--- config.mk ---
export PLATFORM = sky130hd
export DESIGN_NAME = ks_rate_buffer
export DESIGN_NICKNAME = d
export VERILOG_FILES = /design/src/rtl/ksbuf_pkg.sv /design/src/rtl/ks_bitq.sv /design/src/rtl/ks_cadence.sv /design/src/rtl/ks_rate_buffer.sv
export SDC_FILE = /design/constraint.sdc
export NUM_CORES = 1
export LEC_CHECK = 0
export BUFFER_PORTS_ARGS = -buffer_cell sky130_fd_sc_hd__buf_2
export CAP_MARGIN = 20
export CORE_ASPECT_RATIO = 1.75
export CORE_MARGIN = 10
export CORE_UTILIZATION = 42
export DETAILED_ROUTE_END_ITERATION = 12
export PLACE_DENSITY = 0.7
export SLEW_MARGIN = 10
export SYNTH_ARGS = -nofsm -noshare
export SYNTH_HDL_FRONTEND = slang
export SYNTH_SLANG_ARGS = --single-unit
--- constraint.sdc ---
create_clock -name clk -period 6.45 [get_ports clk]
set_clock_uncertainty 0.15 [all_clocks]
set_input_delay 0.645 -clock clk [delete_from_list [all_inputs] [get_ports clk]]
set_output_delay 0.645 -clock clk [all_outputs]
set_load 0.01 [all_outputs]
--- src/rtl/ksbuf_pkg.sv ---
// Shared definitions for the keystream rate buffer.
// Holds the default sizing and the queue operation encoding used by the storage module.
package ksbuf_pkg;

    localparam int KB_DEPTH_DEFAULT   = 32;
    localparam int KB_CADENCE_DEFAULT = 4;

    // Operation applied to the queue in one cycle.
    typedef enum logic [1:0] {
        Q_HOLD = 2'b00,
        Q_PUSH = 2'b01,
        Q_POP  = 2'b10,
        Q_SWAP = 2'b11
    } q_op_e;

endpackage

--- src/rtl/ks_bitq.sv ---
// Single-bit circular queue with occupancy count.
// The pop is served before the push, so a push on a full queue succeeds when a pop
// happens in the same cycle. A pop on an empty queue is ignored. Assumes DEPTH >= 2.
module ks_bitq
    import ksbuf_pkg::*;
#(
    parameter int DEPTH = KB_DEPTH_DEFAULT,
    localparam int PW = $clog2(DEPTH),
    localparam int CW = $clog2(DEPTH + 1)
) (
    input  logic          clk,
    input  logic          rst_n,
    input  logic          flush,
    input  logic          push,
    input  logic          din,
    input  logic          pop,
    output logic          dout,
    output logic          accepted,
    output logic [CW-1:0] count,
    output logic          full,
    output logic          empty
);

    logic [DEPTH-1:0] mem;
    logic [PW-1:0]    rd_ptr;
    logic [PW-1:0]    wr_ptr;
    logic             pop_ok;
    q_op_e            op;

    assign full  = (count == CW'(DEPTH));
    assign empty = (count == '0);
    assign dout  = mem[rd_ptr];

    // Decide which accesses take effect this cycle: the read goes first.
    always_comb begin
        pop_ok   = pop && !empty;
        accepted = push && (!full || pop_ok);
        op       = q_op_e'({pop_ok, accepted});
    end

    // Advance the pointers and the occupancy count.
    always_ff @(posedge clk) begin
        if (!rst_n || flush) begin
            rd_ptr <= '0;
            wr_ptr <= '0;
            count  <= '0;
        end else begin
            case (op)
                Q_PUSH: begin
                    wr_ptr <= (wr_ptr == PW'(DEPTH - 1)) ? '0 : wr_ptr + 1'b1;
                    count  <= count + 1'b1;
                end
                Q_POP: begin
                    rd_ptr <= (rd_ptr == PW'(DEPTH - 1)) ? '0 : rd_ptr + 1'b1;
                    count  <= count - 1'b1;
                end
                Q_SWAP: begin
                    wr_ptr <= (wr_ptr == PW'(DEPTH - 1)) ? '0 : wr_ptr + 1'b1;
                    rd_ptr <= (rd_ptr == PW'(DEPTH - 1)) ? '0 : rd_ptr + 1'b1;
                end
                default: ;
            endcase
        end
    end

    // Store an accepted bit at the write pointer.
    always_ff @(posedge clk) begin
        if (!rst_n) begin
            mem <= '0;
        end else if (accepted && !flush) begin
            mem[wr_ptr] <= din;
        end
    end

    // the occupancy never exceeds the depth.
    a_r2_count_bound: assert property (@(posedge clk) disable iff (!rst_n)
        count <= CW'(DEPTH));

    // a lone push on a full queue leaves it full.
    a_r3_drop_keeps_full: assert property (@(posedge clk) disable iff (!rst_n)
        (push && full && !pop && !flush) |=> full);

    // push and pop together on a full queue leave it full.
    a_r7_swap_keeps_full: assert property (@(posedge clk) disable iff (!rst_n)
        (push && pop && full && !flush) |=> full);

endmodule

--- src/rtl/ks_cadence.sv ---
// Read-slot generator: counts shift ticks modulo CADENCE while running and marks
// every CADENCE-th tick as a read slot. The count restarts at zero whenever
// the run input is low.
module ks_cadence
    import ksbuf_pkg::*;
#(
    parameter int CADENCE = KB_CADENCE_DEFAULT
) (
    input  logic clk,
    input  logic rst_n,
    input  logic run,
    input  logic tick,
    output logic slot
);

    generate
        if (CADENCE <= 1) begin : g_every_tick
            // Every tick is a slot; no counter is needed.
            assign slot = run && tick;
        end else begin : g_counted
            localparam int PHW = $clog2(CADENCE);
            logic [PHW-1:0] phase;

            assign slot = run && tick && (phase == PHW'(CADENCE - 1));

            // Count ticks while running, wrapping at the slot.
            always_ff @(posedge clk) begin
                if (!rst_n || !run) begin
                    phase <= '0;
                end else if (tick) begin
                    phase <= slot ? '0 : phase + 1'b1;
                end
            end

            // two read slots are never back to back.
            a_r5_slot_spacing: assert property (@(posedge clk) disable iff (!rst_n)
                slot |=> !slot);
        end
    endgenerate

endmodule

--- src/rtl/ks_rate_buffer.sv ---
// Keystream rate buffer: queues decimator bits and releases one per CADENCE
// shift ticks once the queue has filled after the latest start. Overflowing bits
// are discarded; a slot that finds the queue empty sets a sticky error flag.
// Assumes enable stays high for the whole keystream run and that low enable flushes.
module ks_rate_buffer
    import ksbuf_pkg::*;
#(
    parameter int DEPTH   = KB_DEPTH_DEFAULT,
    parameter int CADENCE = KB_CADENCE_DEFAULT,
    localparam int CW = $clog2(DEPTH + 1)
) (
    input  logic          clk,
    input  logic          rst_n,
    input  logic          enable,
    input  logic          dec_valid,
    input  logic          dec_bit,
    input  logic          shift_tick,
    output logic          ks_bit,
    output logic          ks_valid,
    output logic [CW-1:0] occupancy,
    output logic          q_full,
    output logic          q_empty,
    output logic          primed,
    output logic          underflow_err,
    output logic          dropped
);

    logic push;
    logic slot;
    logic head_bit;
    logic accepted;

    assign push = enable && dec_valid;

    ks_bitq #(.DEPTH(DEPTH)) queue_i (
        .clk      (clk),
        .rst_n    (rst_n),
        .flush    (!enable),
        .push     (push),
        .din      (dec_bit),
        .pop      (slot),
        .dout     (head_bit),
        .accepted (accepted),
        .count    (occupancy),
        .full     (q_full),
        .empty    (q_empty)
    );

    ks_cadence #(.CADENCE(CADENCE)) cadence_i (
        .clk   (clk),
        .rst_n (rst_n),
        .run   (primed),
        .tick  (shift_tick),
        .slot  (slot)
    );

    // Latch the first time the queue is seen full after a start.
    always_ff @(posedge clk) begin
        if (!rst_n || !enable) begin
            primed <= 1'b0;
        end else if (q_full) begin
            primed <= 1'b1;
        end
    end

    // Register the delivered bit, the underflow flag and the drop pulse.
    always_ff @(posedge clk) begin
        if (!rst_n || !enable) begin
            ks_bit        <= 1'b0;
            ks_valid      <= 1'b0;
            underflow_err <= 1'b0;
            dropped       <= 1'b0;
        end else begin
            ks_valid <= slot && !q_empty;
            dropped  <= push && !accepted;
            if (slot && !q_empty) begin
                ks_bit <= head_bit;
            end
            if (slot && q_empty) begin
                underflow_err <= 1'b1;
            end
        end
    end

    // no keystream leaves before the queue has filled.
    a_r4_quiet_until_primed: assert property (@(posedge clk) disable iff (!rst_n)
        !primed |-> !ks_valid);

    // the underflow flag holds while enabled.
    a_r8_underflow_sticky: assert property (@(posedge clk) disable iff (!rst_n)
        (underflow_err && enable) |=> underflow_err);

    // primed holds while enabled.
    a_r9_primed_holds: assert property (@(posedge clk) disable iff (!rst_n)
        (primed && enable) |=> primed);

    // a drop pulse only follows a cycle where the queue was full.
    a_r3_drop_needs_full: assert property (@(posedge clk) disable iff (!rst_n)
        $rose(dropped) |-> $past(q_full));

endmodule

# [After elaboration in Yosys (flattened, before gate mapping)]
# Index checks and enable logic that the tools add are counted.
[op_classes] muxes=9 add_sub_neg=5 n_reduce_logical=22 n_eq_ne=7 order_cmp=3
[op_table] op="$bwmux W32" count=1
[op_table] op="$lt A5 B6 Y1 const B" count=2
[op_table] op="$pmux W6 S2" count=1
[op_table] op="$add A5 B1 Y5 const B" count=2
[op_table] op="$eq A5 B5 Y1 const B" count=2
[op_table] op="$mux W5" count=2
[op_table] op="$logic_and A1 B1 Y1" count=9
[op_table] op="$add A6 B1 Y6 const B" count=1
[op_table] op="$eq A2 B2 Y1 const B" count=3
[op_table] op="$eq A6 B6 Y1 const B" count=1
[op_table] op="$logic_not A1 Y1" count=6
[op_table] op="$logic_not A6 Y1" count=1
[op_table] op="$sub A6 B1 Y6 const B" count=1
[op_table] op="$bmux W1 S5" count=1
[op_table] op="$demux W1 S5" count=1
[op_table] op="$ge A5 B1 Y1 const B" count=1
[op_table] op="$reduce_or A2 Y1" count=2
[op_table] op="$logic_or A1 B1 Y1" count=3
[op_table] op="$add A2 B1 Y2 const B" count=1
[op_table] op="$eq A2 B1 Y1 const B" count=1
[op_table] op="$mux W1" count=2
[op_table] op="$mux W2" count=1
[op_table] op="$reduce_bool A2 Y1" count=1
[word_totals] reg_bits=55 wordCells=56 inputBits=6 out_inout_bits=13

# [Longest topological paths before layout]
[depth] ltp_word=7 mapped_depth=12 mapped_depth_nobuf=11

# [Cells and area by module]
# Synthesis repeated with hierarchy kept, for this count alone.
[hier_totals] hier_cells=321 hier_area_um2=2996.6
[by_module_without_submodules] mod="ks_bitq" instances=1 seq_area_each_um2=960.9 area_each_um2=2723.9 cells_per_inst=294
[by_module_without_submodules] mod="ks_rate_buffer" instances=1 seq_area_each_um2=100.1 area_each_um2=172.7 cells_per_inst=17
[by_module_without_submodules] mod="ks_cadence" instances=1 seq_area_each_um2=40.0 area_each_um2=100.1 cells_per_inst=10

# [Worst setup path after synthesis]
# OpenSTA, ideal clock, no wires.
[synth_timing] path_type="register to register" from="register queue_i.count[0]" to="register queue_i.count[5]" synth_period_minus_slack_ns=3.273 slack_ns=3.177 arrival_ns=3.053 setup_ns=0.070 stages_incl_launch_ff=12 t_required_ns=6.230 path_buffers=1 cell_sequence="dfxtp_1 > or4_1 > o31ai_2 > buf_4 > inv_1 > ha_1 > ha_1 > a21o_1 > a21oi_1 > or4_1 > a31o_2 > a21oi_1"
[synth_between] elab_chain_cells=7 elab_cells_between_ends=13 classes_between="add/sub: 2; eq/ne: 3; mux: 1; reduce/logical: 7"
[synth_lines] element="start, declared" line_no="ks_bitq.sv:19" text="output logic [CW-1:0] count,"
[synth_lines] element="start signal, assigned" line_no="ks_bitq.sv:51" text="count <= count + 1'b1;"
[synth_lines] element="start signal, assigned" line_no="ks_bitq.sv:55" text="count <= count - 1'b1;"
[synth_lines] element="$logic_not A6 Y1 *" line_no="ks_bitq.sv:31" text="assign empty = (count == '0);"
[synth_lines] element="$logic_not A1 Y1 *" line_no="ks_bitq.sv:36" text="pop_ok = pop && !empty;"
[synth_lines] element="$logic_and A1 B1 Y1 *" line_no="ks_bitq.sv:36"
[synth_lines] element="via queue_i.pop_ok" line_no="ks_bitq.sv:27" text="logic pop_ok;"
[synth_lines] element="$logic_or A1 B1 Y1" line_no="ks_bitq.sv:37" text="accepted = push && (!full || pop_ok);"
[synth_lines] element="$logic_and A1 B1 Y1" line_no="ks_bitq.sv:37"
[synth_lines] element="$eq A2 B2 Y1 or $eq A2 B1 Y1 (tied branches)" line_no="ks_bitq.sv:48" text="case (op)"
[synth_lines] element="$pmux W6 S2 or $reduce_bool A2 Y1 (tied branches)"
# Mark *: on every way through the listed nets, which the timed path passes. The rest lies on a longest branch.
# A chain may end at the register's enable or synchronous reset.

# [Worst setup path after layout]
# Same ends and word-level chain as after synthesis.

==> reports/metrics.cfg <==
[clock_network]
ctsHoldBuffers = 0
cts_root_buf = clkbuf_16
clk_pin_slew_ns = 0.07
cts_setup_buffers = 0
clockBufferDepth = 2
h-tree-depth = 2
cts.sinks = 55
cts_resized = 0
tritoncts = done
cts_buffers = 5
clkLatencyLatePin_ns = 0.29

[grt]
track_usage_pct = 11.3
grt_antenna_before_repair = 0
grt_pass1_vias = 2118
grt_pass1_wl_um = 9710
grt_overflow = 0
grt_max_degree = 37

[cells_and_area]
area_growth_syn_to_layout_pct = 8.93
num-fill-cells = 647
drive_above_1_share_pct = 12.5
layout_common_cells = nand2_1 (73), dfxtp_1 (55), mux2i_1 (37)
final_area_mm2 = 0.00310
num-nets-final = 340
final_common_cell = nand2_1
antenna_cells = 0
final_core_util_pct = 47.4
stdcell_count = 401

[floorplan]
boundaryPins = 19
std_cell_rows = 39
die_x_um = 82.2
dieHeight_um = 129
core_area_mm2 = 0.00654
initial_core_util_pct = 43.5
dieArea_mm2 = 0.0106

[placed_design]
placed_cell_area_mm2 = 0.00295
hpwlAfterDp_um = 4240
place_inst = 393
port_buffers = 18
pre_cts_slack_ns = 2.62
gp_congestion = 0.849

[power]
vdd_drop_max_mv = 0.106
fin_total_pwr_mw = 0.640
p_leak_nw = 1.39
cellPowerDensity_mw_per_mm2 = 207

[setup_path]
crit_path_max_fanout = 12
rrSetupSlack_ns = 2.59
crit_path_start_kind = flop
critPathSlowestCell = o31ai_2
reg2reg_to = queue_i.count[5]$_SDFFE_PP0P_
worst_r2r_startpoint = queue_i.count[0]$_SDFFE_PP0P_
end_kind = flop
worstSetupPathType = reg2reg
crit_chain = or4_1 -> o31ai_2 -> inv_1 -> ha_1 -> ha_1 -> a21o_1 -> a21oi_1 -> or4_1 -> a31o_2 -> a21oi_1
reg2reg_depth = 10
slowest_delay_ns = 0.65
arrival_ns = 3.93
required_ns = 6.52
crit_family = compound AO/OA/AOI/OAI gates
critPathBufInv = 1

[flow_run]
cap_violations = 0

[sta]
fin_crit_ns = 3.86
slew_headroom_pct = 35.0
setup_violations = 0
hold_ws_ns = 0.310
drv_slew = 0
rsz0062_at_grt = false
worst-slew-pin-transition_ns = 0.972
fmax_mhz = 259
post-route-period-util_pct = 59.9
layout_setup_ws_ns = 2.59
setup_tns_ns = 0
hold_violations = 0

[synthesis]
seq_area_frac_synth_pct = 38.7
synthCells = 314
avgSynthCellArea_um2 = 9.06
yosysUniqueCellTypes = 32
synth_warnings = 0
syn_nets = 336
synth.cell_area_mm2 = 0.00284
yosys_register_bits = 55

[worst_hold_path]
holdPathEnd = queue_i.mem[31]$_SDFFE_PN0P_
holdPathStages = 2
hp-class = reg2reg
hold_start = queue_i.mem[31]$_SDFFE_PN0P_

[detailed_routing]
vias = 2158
dr.pass1.iters = 4
drc = 0
wl_per_cell_um = 14.5
avgViaCountPerCell = 5.38
ant_nets = 0
drtIter0Drc = 119
wl_um = 5800

[status]
status = finished clean

sequential cells by signal, indices dropped and copies added (netlist names):
signal                     count
dropped                        1
underflow_err                  1
queue_i.count                  6
primed                         1
cadence_i.g_counted.phase      2
queue_i.mem                   32
queue_i.rd_ptr                 5
ks_bit                         1
ks_valid                       1
queue_i.wr_ptr                 5
final cells by class:
class	instances	area (µm²)	area share (%)
inverters	6	22.5	0.727
repair buffers	18	90.1	2.91
flip-flops and latches	55	1100	35.5
clock buffers	5	125	4.04
well taps	82	103	3.31
clock inverters	3	22.5	0.727
multi-input cells	232	1630	52.7
synthesized netlist by cell type:
master,instances,area [µm²]
a31o_2,1,8.76
a21oi_1,16,80.1
and3_1,5,31.3
fa_1,1,20.0
inv_1,6,22.5
and3b_1,2,17.5
nand3_1,3,15.0
nor3b_1,7,52.6
mux4_2,10,225
a41oi_1,1,8.76
clkbuf_1,18,67.6
ha_1,15,188
a21o_1,2,15.0
nor3_1,8,40.0
nand2_1,73,274
o31ai_2,1,12.5
mux2i_1,37,370
o21ai_0,6,30.0
nor4b_1,2,17.5
dfxtp_1,55,1100
nand4_1,2,12.5
a31oi_1,2,12.5
xor2_1,1,8.76
or4_1,3,22.5
nor2_1,23,86.3
or4b_2,2,20.0
nand2b_1,1,6.26
a211oi_1,1,7.51
buf_1,1,3.75
xnor2_1,3,26.3
and2_1,4,25.0
buf_4,2,15.0
tightest hold or removal path: stages, from the launching register on:
cell     delay (ns)
dfxtp_1        0.31
nand2_1        0.05
mux2i_1        0.05
routing by layer:
metal,vias to the layer above,track usage [%],part of all wire (%)
li1,1085,-,-
met2,34,21.2,54
met5,-,0,0
met4,0,4.23,1.7
met3,8,2.16,4.6
met1,1031,11.7,40
kinds of logic (layout without fill, tap and decap cells):
group           Yosys count  count (layout)  synth area share (%)
mux                      47              47                  20.9
buf+inv                  27              32                  3.83
compound gates           30              30                  6.16
xor+xnor                  4               4                  1.23
simple gates            135             135                  21.8
flops                    55              55                  38.7
fa+ha+maj                16              16                  7.30
power by group:
group          switching (mW)  internal [mW]
sequential            0.00111          0.340
clock                   0.130          0.146
combinational          0.0161        0.00638
total                   0.148          0.493
worst max path at each step:
stage	cells after the start	to	slack, ns	from
6_report	10	queue_i.count[5]$_SDFFE_PP0P_	2.59	queue_i.count[0]$_SDFFE_PP0P_
2_1_floorplan	11	queue_i.count[5]$_SDFFE_PP0P_	3.18	queue_i.count[0]$_SDFFE_PP0P_
5_1_grt	10	queue_i.count[5]$_SDFFE_PP0P_	2.32	queue_i.count[0]$_SDFFE_PP0P_
4_1_cts	10	queue_i.count[5]$_SDFFE_PP0P_	2.60	queue_i.count[0]$_SDFFE_PP0P_
3_5_place_dp	10	queue_i.count[5]$_SDFFE_PP0P_	2.62	queue_i.count[0]$_SDFFE_PP0P_
3_3_place_gp	10	queue_i.count[5]$_SDFFE_PP0P_	2.70	queue_i.count[0]$_SDFFE_PP0P_
No activity file was read; power rests on OpenSTA's default activity.
